File: src/rtl/msi_pkg.sv
package msi_pkg;
  localparam logic [7:0] CAP_ID = 8'h05;
  localparam int CTL_EN  = 0;
  localparam int CTL_CAP = 1;
  localparam int CTL_ENC = 4;
  localparam int CTL_A64 = 7;
  localparam int CTL_PVM = 8;

  typedef struct packed {
    logic [63:0] addr;
    logic [31:0] data;
  } msi_msg_t;
endpackage

File: src/rtl/msi_cfg_regs.sv
module msi_cfg_regs
  import msi_pkg::*;
#(
  parameter int CAP_LOG2 = 3,
  parameter bit ADDR64   = 1'b1,
  parameter bit PVMASK   = 1'b1,
  localparam int NV      = 1 << CAP_LOG2
) (
  input  logic          clk,
  input  logic          rst_n,
  input  logic          cfg_wr,
  input  logic [2:0]    cfg_addr,
  input  logic [3:0]    cfg_be,
  input  logic [31:0]   cfg_wdata,
  output logic [31:0]   cfg_rdata,
  input  logic [NV-1:0] irq_req,
  input  logic [NV-1:0] take,
  input  logic [NV-1:0] busy,
  output logic          en_o,
  output logic [2:0]    cnt_o,
  output logic [63:0]   addr_o,
  output logic [15:0]   data_o,
  output logic [NV-1:0] work_o
);
  localparam int A_LO  = 1;
  localparam int A_HI  = 2;
  localparam int A_DAT = ADDR64 ? 3 : 2;
  localparam int A_MSK = A_DAT + 1;
  localparam int A_PND = A_DAT + 2;
  localparam int NDW   = PVMASK ? A_PND + 1 : A_DAT + 1;

  function automatic logic [NV-1:0] below(input logic [2:0] lg);
    logic [NV-1:0] r;
    for (int i = 0; i < NV; i++) r[i] = (i < (1 << lg));
    return r;
  endfunction

  logic          en_q, en_n;
  logic [2:0]    enc_q, enc_n;
  logic [31:0]   alo_q, alo_n, ahi_q, ahi_n;
  logic [15:0]   dat_q, dat_n;
  logic [NV-1:0] mask_q, mask_n, pend_q, pend_n, work_q, work_n;
  logic [NV-1:0] mask_eff_q, mask_eff_n, below_n, below_q;
  logic [NV-1:0] pend_t, replay, req_ok;
  logic          touch;

  assign touch      = cfg_wr && (cfg_addr < 3'(NDW));
  assign mask_eff_q = PVMASK ? mask_q : '0;
  assign below_q    = below(enc_q);

  always_comb begin
    en_n   = en_q;
    enc_n  = enc_q;
    alo_n  = alo_q;
    ahi_n  = ahi_q;
    dat_n  = dat_q;
    mask_n = mask_q;
    if (cfg_wr && cfg_addr == 3'd0 && cfg_be[2]) begin
      en_n  = cfg_wdata[16 + CTL_EN];
      enc_n = cfg_wdata[16 + CTL_ENC +: 3];
    end
    if (cfg_wr && cfg_addr == 3'(A_LO)) begin
      for (int b = 0; b < 4; b++)
        if (cfg_be[b]) alo_n[8*b +: 8] = cfg_wdata[8*b +: 8];
      alo_n[1:0] = 2'b00;
    end
    if (ADDR64 && cfg_wr && cfg_addr == 3'(A_HI)) begin
      for (int b = 0; b < 4; b++)
        if (cfg_be[b]) ahi_n[8*b +: 8] = cfg_wdata[8*b +: 8];
    end
    if (cfg_wr && cfg_addr == 3'(A_DAT)) begin
      if (cfg_be[0]) dat_n[7:0]  = cfg_wdata[7:0];
      if (cfg_be[1]) dat_n[15:8] = cfg_wdata[15:8];
    end
    if (PVMASK && cfg_wr && cfg_addr == 3'(A_MSK)) begin
      for (int i = 0; i < NV; i++)
        if (cfg_be[i/8]) mask_n[i] = cfg_wdata[i];
    end
    if (touch && en_n && enc_n > 3'(CAP_LOG2)) enc_n = 3'(CAP_LOG2);
  end

  assign mask_eff_n = PVMASK ? mask_n : '0;
  assign below_n    = below(enc_n);

  always_comb begin
    pend_n = pend_q;
    work_n = work_q & ~take;
    pend_t = pend_q & below_n;
    replay = pend_t & ~mask_eff_n;
    if (touch && en_n) begin
      pend_n = pend_t & ~replay;
      work_n = work_n | replay;
    end
    req_ok = irq_req & below_n & {NV{en_n}} & ~busy & ~take;
    pend_n = pend_n | (req_ok & mask_eff_n);
    work_n = work_n | (req_ok & ~mask_eff_n);
    if (en_n) pend_n = pend_n | (work_n & mask_eff_n & below_n);
    work_n = work_n & ~mask_eff_n & below_n & {NV{en_n}};
    if (!PVMASK) pend_n = '0;
  end

  always_ff @(posedge clk or negedge rst_n) begin
    if (!rst_n) begin
      en_q   <= 1'b0;
      enc_q  <= 3'd0;
      alo_q  <= '0;
      ahi_q  <= '0;
      dat_q  <= '0;
      mask_q <= '0;
      pend_q <= '0;
      work_q <= '0;
    end else begin
      en_q   <= en_n;
      enc_q  <= enc_n;
      alo_q  <= alo_n;
      ahi_q  <= ADDR64 ? ahi_n : 32'd0;
      dat_q  <= dat_n;
      mask_q <= mask_n;
      pend_q <= pend_n;
      work_q <= work_n;
    end
  end

  logic [15:0] ctl_word;
  always_comb begin
    ctl_word = '0;
    ctl_word[CTL_EN]        = en_q;
    ctl_word[CTL_CAP +: 3]  = 3'(CAP_LOG2);
    ctl_word[CTL_ENC +: 3]  = enc_q;
    ctl_word[CTL_A64]       = ADDR64;
    ctl_word[CTL_PVM]       = PVMASK;
    cfg_rdata = '0;
    if (cfg_addr == 3'd0)                  cfg_rdata = {ctl_word, 8'h00, CAP_ID};
    else if (cfg_addr == 3'(A_LO))         cfg_rdata = alo_q;
    else if (ADDR64 && cfg_addr == 3'(A_HI)) cfg_rdata = ahi_q;
    else if (cfg_addr == 3'(A_DAT))        cfg_rdata = {16'h0, dat_q};
    else if (PVMASK && cfg_addr == 3'(A_MSK)) cfg_rdata = 32'(mask_q);
    else if (PVMASK && cfg_addr == 3'(A_PND)) cfg_rdata = 32'(pend_q);
  end

  assign en_o   = en_q;
  assign cnt_o  = enc_q;
  assign addr_o = {ahi_q, alo_q};
  assign data_o = dat_q;
  assign work_o = work_q;

  p_work_unmasked_r8: assert property (@(posedge clk) disable iff (!rst_n)
    (work_q & mask_eff_q) == '0);
  p_pend_below_count_r6: assert property (@(posedge clk) disable iff (!rst_n)
    en_q |-> ((pend_q & ~below_q) == '0));
endmodule

File: src/rtl/msi_pick.sv
module msi_pick #(
  parameter int NV = 8,
  parameter int VW = 3
) (
  input  logic          clk,
  input  logic          rst_n,
  input  logic [NV-1:0] work,
  output logic [NV-1:0] grant,
  output logic          any,
  output logic [VW-1:0] idx
);
  assign grant = work & (~work + NV'(1));
  assign any   = |work;

  always_comb begin
    idx = '0;
    for (int i = 0; i < NV; i++)
      if (grant[i]) idx = VW'(i);
  end

  p_single_grant_r11: assert property (@(posedge clk) disable iff (!rst_n)
    $onehot0(grant));
endmodule

File: src/rtl/msi_msg_out.sv
module msi_msg_out
  import msi_pkg::*;
#(
  parameter int NV = 8,
  parameter int VW = 3
) (
  input  logic          clk,
  input  logic          rst_n,
  input  logic          any,
  input  logic [NV-1:0] grant,
  input  logic [VW-1:0] idx,
  input  logic [63:0]   addr_in,
  input  logic [15:0]   data_in,
  input  logic [2:0]    cnt,
  input  logic          ready,
  output logic          valid,
  output msi_msg_t      msg,
  output logic [NV-1:0] take,
  output logic [NV-1:0] busy
);
  logic          valid_q, valid_n, load;
  logic [VW-1:0] vec_q, vec_n;
  msi_msg_t      msg_q, msg_n;
  logic [15:0]   lowm, vec16;

  assign load  = any && (!valid_q || ready);
  assign take  = load ? grant : '0;
  assign lowm  = (16'h1 << cnt) - 16'h1;
  assign vec16 = 16'(idx);

  always_comb begin
    valid_n = valid_q;
    vec_n   = vec_q;
    msg_n   = msg_q;
    if (valid_q && ready) valid_n = 1'b0;
    if (load) begin
      valid_n    = 1'b1;
      vec_n      = idx;
      msg_n.addr = addr_in;
      msg_n.data = {16'h0, (data_in & ~lowm) | (vec16 & lowm)};
    end
  end

  always_ff @(posedge clk or negedge rst_n) begin
    if (!rst_n) begin
      valid_q <= 1'b0;
      vec_q   <= '0;
      msg_q   <= '0;
    end else begin
      valid_q <= valid_n;
      if (load) begin
        vec_q <= vec_n;
        msg_q <= msg_n;
      end
    end
  end

  assign valid = valid_q;
  assign msg   = msg_q;
  assign busy  = valid_q ? (NV'(1) << vec_q) : '0;

  p_hold_r10: assert property (@(posedge clk) disable iff (!rst_n)
    (valid_q && !ready) |=> (valid_q && $stable(msg_q)));
  p_data_hi_zero_r10: assert property (@(posedge clk) disable iff (!rst_n)
    valid_q |-> (msg_q.data[31:16] == 16'h0));
endmodule

File: src/rtl/msi_engine.sv
module msi_engine
  import msi_pkg::*;
#(
  parameter int CAP_LOG2 = 3,
  parameter bit ADDR64   = 1'b1,
  parameter bit PVMASK   = 1'b1,
  localparam int NV      = 1 << CAP_LOG2,
  localparam int VW      = (CAP_LOG2 > 0) ? CAP_LOG2 : 1
) (
  input  logic          clk,
  input  logic          rst_n,
  input  logic          cfg_wr,
  input  logic [2:0]    cfg_addr,
  input  logic [3:0]    cfg_be,
  input  logic [31:0]   cfg_wdata,
  output logic [31:0]   cfg_rdata,
  input  logic [NV-1:0] irq_req,
  input  logic          intx_req,
  output logic          intx_o,
  output logic          msg_valid,
  input  logic          msg_ready,
  output logic [63:0]   msg_addr,
  output logic [31:0]   msg_data
);
  logic [1:0]    rsync_q;
  logic          rst_s;
  logic          en;
  logic [2:0]    cnt;
  logic [63:0]   base_addr;
  logic [15:0]   base_data;
  logic [NV-1:0] work, grant, take, busy;
  logic          any;
  logic [VW-1:0] idx;
  msi_msg_t      msg;
  logic          intx_q;

  always_ff @(posedge clk or negedge rst_n) begin
    if (!rst_n) rsync_q <= 2'b00;
    else        rsync_q <= {rsync_q[0], 1'b1};
  end
  assign rst_s = rsync_q[1];

  msi_cfg_regs #(.CAP_LOG2(CAP_LOG2), .ADDR64(ADDR64), .PVMASK(PVMASK)) u_regs (
    .clk(clk), .rst_n(rst_s), .cfg_wr(cfg_wr), .cfg_addr(cfg_addr),
    .cfg_be(cfg_be), .cfg_wdata(cfg_wdata), .cfg_rdata(cfg_rdata),
    .irq_req(irq_req), .take(take), .busy(busy), .en_o(en), .cnt_o(cnt),
    .addr_o(base_addr), .data_o(base_data), .work_o(work)
  );

  msi_pick #(.NV(NV), .VW(VW)) u_pick (
    .clk(clk), .rst_n(rst_s), .work(work), .grant(grant), .any(any), .idx(idx)
  );

  msi_msg_out #(.NV(NV), .VW(VW)) u_out (
    .clk(clk), .rst_n(rst_s), .any(any), .grant(grant), .idx(idx),
    .addr_in(base_addr), .data_in(base_data), .cnt(cnt), .ready(msg_ready),
    .valid(msg_valid), .msg(msg), .take(take), .busy(busy)
  );

  assign msg_addr = msg.addr;
  assign msg_data = msg.data;

  logic en_next;
  assign en_next = (cfg_wr && cfg_addr == 3'd0 && cfg_be[2]) ? cfg_wdata[16] : en;

  always_ff @(posedge clk or negedge rst_s) begin
    if (!rst_s) intx_q <= 1'b0;
    else        intx_q <= intx_req && !en_next;
  end
  assign intx_o = intx_q;

  p_intx_quiet_r12: assert property (@(posedge clk) disable iff (!rst_s)
    en |-> !intx_o);
endmodule

File: config.mk
export PLATFORM = sky130hd
export DESIGN_NAME = msi_engine
export DESIGN_NICKNAME = d
export VERILOG_FILES = /design/src/rtl/msi_pkg.sv /design/src/rtl/msi_cfg_regs.sv /design/src/rtl/msi_pick.sv /design/src/rtl/msi_msg_out.sv /design/src/rtl/msi_engine.sv
export SDC_FILE = /design/constraint.sdc
export NUM_CORES = 1
export LEC_CHECK = 0
export BUFFER_PORTS_ARGS = -buffer_cell sky130_fd_sc_hd__buf_2
export CORE_MARGIN = 2
export CORE_UTILIZATION = 50
export DETAILED_ROUTE_END_ITERATION = 8
export PLACE_DENSITY = 0.77
export SLEW_MARGIN = 10
export SYNTH_ARGS = -nofsm -noshare
export SYNTH_HDL_FRONTEND = slang
export SYNTH_HIERARCHICAL = 1
export SYNTH_SLANG_ARGS = --single-unit
File: constraint.sdc
create_clock -name clk -period 5.6 [get_ports clk]
set_input_delay 0.56 -clock clk [delete_from_list [all_inputs] [get_ports clk]]
set_output_delay 0.56 -clock clk [all_outputs]
set_load 0.02 [all_outputs]
==> results.json, run 1 <==
{
  "dpl.hpwl_mm": 15.9,
  "worst_hold_slack_ps": 357,
  "vdd_ir_drop_max_v": 0.000291,
  "crit_top_cell": "buf_2",
  "final_antenna_net_count": 0,
  "coreArea_um2": 18000,
  "clk_pin_slew_ps": 70,
  "drt-total-wl_mm": 23.1,
  "r2r-end": "u_out/msg[8]",
  "fin_crit_sh_pct": 57.7,
  "fmax_mhz": 310,
  "grt_pass1_wl_mm": 37.1,
  "grt_overflow_total": 0,
  "p_per_area_nw_per_um2": 492,
  "worstMarginPinSlew_ps": 1040,
  "worstSetupPathType": "in -> out",
  "dpl_worst_slack_ps": 2520,
  "die_x_um": 139,
  "min_period_ps": 3230,
  "post-route-worst-setup-slack_ps": 2370,
  "synth_area_um2": 9150,
  "routed-via-count": 7161,
  "fin_util_pct": 58.7,
  "wl_per_cell_um": 17.9,
  "grt_pass1_vias": 7032,
  "reg2reg_slack_ps": 2840,
  "synth_top_area_cell": "dfrtp_1",
  "required_ps": 5040,
  "critPathSlowestCell": "and2b_1",
  "hold_viol": 0,
  "hold_class": "reg -> reg",
  "yosysWarnings": 6,
  "initial_core_util_pct": 50.9,
  "yosysSeqAreaShare_pct": 52.8,
  "whs_path_depth": 0,
  "clk_path_buf_depth": 2,
  "cts_resized": 0,
  "grt_use_met3_pct": 5.13,
  "ios": 182,
  "cp-end-kind": "output pin",
  "htreeDepth": 4,
  "synth-main-ff-cell": "dfrtp_1",
  "layout-drive-gt1-share_pct": 29.7,
  "yosysMostFrequentCell": "nand2_1",
  "critPathTopFamily": "simple AND/OR/NAND/NOR gates",
  "cts_sinks": 193,
  "slew_violations": 0,
  "synthTopCellsByArea": "dfrtp_1, mux2_2, nand2_1",
  "globalRouteMet2Util_pct": 36.8,
  "post_synth_inst_count": 903,
  "cp_num_buf_inv": 2,
  "antenna_found_initial": 2,
  "r2r_cells": 5,
  "area_growth_pct": 15.4,
  "arrival_ps": 2670,
  "worstPathMaxFanout": 35,
  "async_reset_ff_share_pct": 100,
  "fill_cells": 1547,
  "dp_cells": 1257,
  "place_area_um2": 9960,
  "max_stage_delay_ps": 630,
  "maxCapViolCount": 0,
  "drtIter0Drc": 559,
  "outcome": "finished, final reports clean",
  "maxSlewHeadroom_pct": 29.6,
  "rsz0062_at_grt": "no",
  "rows": 49,
  "busiest_layer": "met2",
  "min_to": "rsync_q[1]",
  "synth_edf_count": 0,
  "leakagePower_nw": 5.42,
  "path_cells": "buf_2, and2b_1, nor2b_1, a221oi_1, o21ai_0, buf_2",
  "die_h_um": 139,
  "cts_made_buffers": 17,
  "die_area_um2": 19400,
  "avgViaCountPerCell": 5.55,
  "use_met1_pct": 34.0,
  "yosys_register_bits": 193,
  "drc": 0,
  "finalPower_mw": 5.19,
  "worstHoldStart": "rsync_q[0]",
  "clock_latency_ps": 430,
  "clockRootBuffer": "clkbuf_16",
  "cts_tree": "yes",
  "r2r_start": "u_regs/work_o[1]",
  "finClkSkew_ps": 9.85,
  "startpoint_type": "primary input",
  "layout.cells.non_filler": 1291,
  "nets": 1102,
  "fin_area_um2": 10600,
  "dr.pass1.iters": 5,
  "postSynthAreaPerCell_um2": 10.1,
  "synth_top_area_share_pct": 52.8,
  "grt_usage_pct": 24.0,
  "fin_setup_tns_ps": 0,
  "port_buffers": 165,
  "cts_hold_buffers": 1,
  "gp_congestion": 0.882,
  "cts_setup_buffers": 0,
  "setup_violations": 0,
  "ys_types": 73,
  "ys_top_cells_by_count": "nand2_1, dfrtp_1, mux2_2",
  "grt_max_degree": 192
}
[state kept, by name (all words and copies together), names as in the netlist]
name and flops:
u_out/msg 80, u_regs/ahi_q 32, u_regs/alo_q 30, u_regs/data_o 16, u_regs/mask_eff_q 8, u_regs/pend_q 8, u_regs/work_o 8, u_out/vec_q 3
u_regs/cnt_o 3, rsync_q 2, intx_o 1, u_out/valid 1, u_regs/en_o 1
[per-layer routing]
| metal | routed length [µm] | part of all wire [%] |
|---|---|---|
| met5 | 13 | 0.056 |
| met4 | 451 | 2.0 |
| met3 | 1540 | 6.7 |
| met2 | 10900 | 47 |
| met1 | 10200 | 44 |
[power breakdown]
part	leakage [nW]	internal [mW]	total, mW	switching [mW]
Combinational	2.71	0.640	1.84	1.20
Sequential	2.43	1.84	2.16	0.317
Clock	0.278	0.630	1.20	0.566
Total	5.42	3.11	5.19	2.09
[how the worst max path moves through the flow]
stage	depth (start not counted)	slack, ps	to	start
floorplan	0	2420	intx_o	rsync_q[1]
global placement	6	2510	cfg_rdata[7]	cfg_addr[1]
detailed placement	6	2520	cfg_rdata[7]	cfg_addr[1]
CTS	6	2500	cfg_rdata[7]	cfg_addr[1]
global route	6	2230	cfg_rdata[7]	cfg_addr[1]
finish	6	2370	cfg_rdata[7]	cfg_addr[1]
[area by class of cell]
class / count / area (µm²) / share of cell area, %
inverters: 24 / 90.1 / 0.854
clock buffers: 18 / 429 / 4.07
multi-input cells: 643 / 3890 / 36.9
diodes: 1 / 2.50 / 0.0237
repair buffers: 169 / 871 / 8.25
well taps: 229 / 287 / 2.72
flip-flops and latches: 193 / 4830 / 45.8
clock inverters: 14 / 150 / 1.42
[placed cells by master (no fill, tap or decap), types with 3 or more instances in the layout]
cell and n:
buf_2 165, o21bai_1 4, nor3b_1 3, inv_1 23
a21o_1 5, and3_1 10, mux2_2 91, nor2_1 60
o21ai_0 13, nor3_1 5, a21oi_2 3, nand2_1 257
a22oi_1 17, nor2b_1 8, a211oi_1 3, clkinv_4 3
mux2i_1 22, nand3_1 7, a21oi_1 29, nand4_1 3
clkbuf_16 17, a22o_1 4, inv_6 4, conb_1 19
a31oi_1 6, o22ai_1 5, o21ai_1 4, dfrtp_1 192
o211ai_1 3, nand2b_1 10
[cells by family after synthesis]
group,after synthesis,synth area share [%]
AOI/OAI and AO/OA,120,9.00
xor gates and xnor gates,2,0.192
adders and majority gates,2,0.274
buffers and inverters,83,5.35
DFF,193,52.8
muxes,114,13.8
other,3,0.123
and+or+nand+nor,386,18.5
Power figures use the tool's default switching activity.
==> run 2: changes to the inputs <==
--- a/config.mk
+++ b/config.mk
@@ -5,11 +5,12 @@
 export SDC_FILE = /design/constraint.sdc
 export NUM_CORES = 1
 export LEC_CHECK = 0
+export ABC_AREA = 1
 export BUFFER_PORTS_ARGS = -buffer_cell sky130_fd_sc_hd__buf_2
 export CORE_MARGIN = 2
-export CORE_UTILIZATION = 50
+export CORE_UTILIZATION = 55
 export DETAILED_ROUTE_END_ITERATION = 8
-export PLACE_DENSITY = 0.77
+export PLACE_DENSITY = 0.81
 export SLEW_MARGIN = 10
 export SYNTH_ARGS = -nofsm -noshare
 export SYNTH_HDL_FRONTEND = slang
==> constraint.sdc (replaced) <==
create_clock -name clk -period 3.4 [get_ports clk]
set_input_delay 0.34 -clock clk [delete_from_list [all_inputs] [get_ports clk]]
set_output_delay 0.34 -clock clk [all_outputs]
set_load 0.02 [all_outputs]
==> run 2 against run 1 <==
Clock power grew 88%. Worst setup slack lost 1300 ps. Register-to-register slack lost 1800 ps. Critical path depth grew 1. Count of clock-buffer cells in the layout shrank 1. Synthesized area shrank 0.89%.
==> results.json, run 2 <==
{
  "layout-drive-gt1-share_pct": 18.9,
  "drc": 0,
  "routed-via-count": 7783,
  "worstSetupPathType": "reg -> reg",
  "setup_violations": 0,
  "leakagePower_nw": 5.79,
  "arrival_ps": 2640,
  "worstMarginPinSlew_ps": 713,
  "coreArea_um2": 16000,
  "initial_core_util_pct": 56.7,
  "ios": 182,
  "rsz0062_at_grt": "no",
  "rows": 46,
  "maxSlewHeadroom_pct": 52.5,
  "wl_per_cell_um": 15.5,
  "drt-total-wl_mm": 23.0,
  "p_per_area_nw_per_um2": 794,
  "finalPower_mw": 8.39,
  "hold_viol": 0,
  "worstPathMaxFanout": 66,
  "async_reset_ff_share_pct": 100,
  "gp_congestion": 0.882,
  "maxCapViolCount": 0,
  "avgViaCountPerCell": 5.24,
  "grt_overflow_total": 0,
  "yosysMostFrequentCell": "nand2_1",
  "clk_pin_slew_ps": 70,
  "htreeDepth": 4,
  "port_buffers": 165,
  "ys_types": 44,
  "synth_top_area_cell": "dfrtp_1",
  "cts_tree": "yes",
  "synth_edf_count": 0,
  "clk_path_buf_depth": 2,
  "r2r_cells": 7,
  "clockRootBuffer": "clkbuf_16",
  "dpl.hpwl_mm": 16.1,
  "yosysWarnings": 6,
  "drtIter0Drc": 657,
  "synth-main-ff-cell": "dfrtp_1",
  "antenna_found_initial": 1,
  "ys_top_cells_by_count": "nand2_1, dfrtp_1, o21ai_0",
  "startpoint_type": "register",
  "cts_setup_buffers": 0,
  "synth_top_area_share_pct": 53.3,
  "whs_path_depth": 3,
  "required_ps": 3710,
  "layout_commonest_cell": "nand2_1",
  "grt_pass1_vias": 7354,
  "grt_max_degree": 98,
  "synthTopCellsByArea": "dfrtp_1, nand2_1, o21ai_0",
  "cp-end-kind": "register",
  "dr.pass1.iters": 5,
  "vdd_ir_drop_max_v": 0.000398,
  "slew_violations": 0,
  "postSynthAreaPerCell_um2": 8.22,
  "post_synth_inst_count": 1103,
  "outcome": "finished, final reports clean",
  "yosys_register_bits": 193,
  "fill_cells": 1391,
  "finClkSkew_ps": 9.17,
  "min_period_ps": 2330,
  "clock_latency_ps": 430,
  "final_antenna_net_count": 0,
  "fin_setup_tns_ps": 0,
  "fin_crit_sh_pct": 68.4,
  "fmax_mhz": 430,
  "die_area_um2": 17500,
  "area_growth_pct": 16.6,
  "cts_sinks": 193,
  "yosysSeqAreaShare_pct": 53.3,
  "largest_reg_flops": 80,
  "die_x_um": 132,
  "cts_made_buffers": 17,
  "die_h_um": 132,
  "grt_pass1_wl_mm": 37.3,
  "nets": 1310,
  "hold_class": "in -> reg",
  "mostFrequentLayoutCells": "nand2_1, dfrtp_1, buf_2, o21ai_0, inv_1",
  "grt_usage_pct": 26.7,
  "synth_area_um2": 9060
}
==> run 2: per-layer routing <==
| layer | vias up | routed length [µm] | GRT usage [%] |
|---|---|---|---|
| met5 | - | 0 | 0 |
| met4 | 0 | 575 | 9.44 |
| met3 | 41 | 1530 | 4.27 |
| met2 | 286 | 11000 | 42.9 |
| met1 | 3676 | 9840 | 37.1 |
| li1 | 3780 | - | - |
==> run 2: metrics by stage <==
step                util [%]  setup slack [ps]  instance area, µm²  std cells  hold slack [ps]
finish                  66.0              1070               10600       1486              131
global route            66.0               866               10600       1485              153
CTS                     66.0              1090               10600       1485              118
detailed placement      61.8              1100                9880       1452              132
global placement        61.8              1150                9880       1452              128
floorplan                  -               218                9130       1119             44.4
==> run 2: logic make-up (layout without fill, tap and decap cells) <==
family                   Yosys count  count (layout)  share of synthesized area [%]
flip-flops                       193             193                           53.3
other                              3              20                          0.124
AO/OA/AOI/OAI                    168             168                           11.0
AND/OR/NAND/NOR                  568             568                           25.8
buffers and inverters            169             319                           9.52
adder cells (fa/ha/maj)            2               2                          0.276
==> run 2: what timing repair did <==
| item | CTS | global route |
|---|---|---|
| gates resized for setup | 0 | 0 |
| hold buffers | 1 | 0 |
| hold endpoints to repair | 2 | 0 |
==> run 2: cell type report <==
| class | instances | area (µm²) | area share (%) |
|---|---|---|---|
| flip-flops and latches | 193 | 4830 | 45.7 |
| multi-input cells | 757 | 3440 | 32.5 |
| repair buffers | 175 | 916 | 8.67 |
| inverters | 112 | 433 | 4.10 |
| clock buffers | 17 | 425 | 4.03 |
| well taps | 216 | 270 | 2.56 |
| clock inverters | 15 | 248 | 2.34 |
| diodes | 1 | 2.50 | 0.0237 |
==> run 2: path summary, 6_finish.rpt <==
kind | startpoint | slack (ps) | endpoint
max in group asynchronous | rsync_q[1] | 2140 | u_regs/ahi_q[21]
max | u_regs/work_o[2] | 1070 | u_out/msg[6]
min | intx_req | 130 | intx_o
min in group asynchronous | rst_n | 240 | rsync_q[1]
max reg2reg | u_regs/work_o[2] | 1070 | u_out/msg[6]
min reg2reg | rsync_q[1] | 350 | u_out/msg[70]
==> run 2: report_power, final <==
group	switching [mW]	internal (mW)	total, mW
Sequential	0.503	3.00	3.50
Combinational	1.79	0.836	2.63
Clock	0.927	1.33	2.26
Total	3.22	5.17	8.39
==> run 2: critical path, cell delays in order (launching register included) <==
cell	delay [ps]
dfrtp_1	400
nor2_2	260
nand4_1	190
nand2_4	400
buf_4	640
a21oi_4	90
nand3_1	100
nand2_1	60
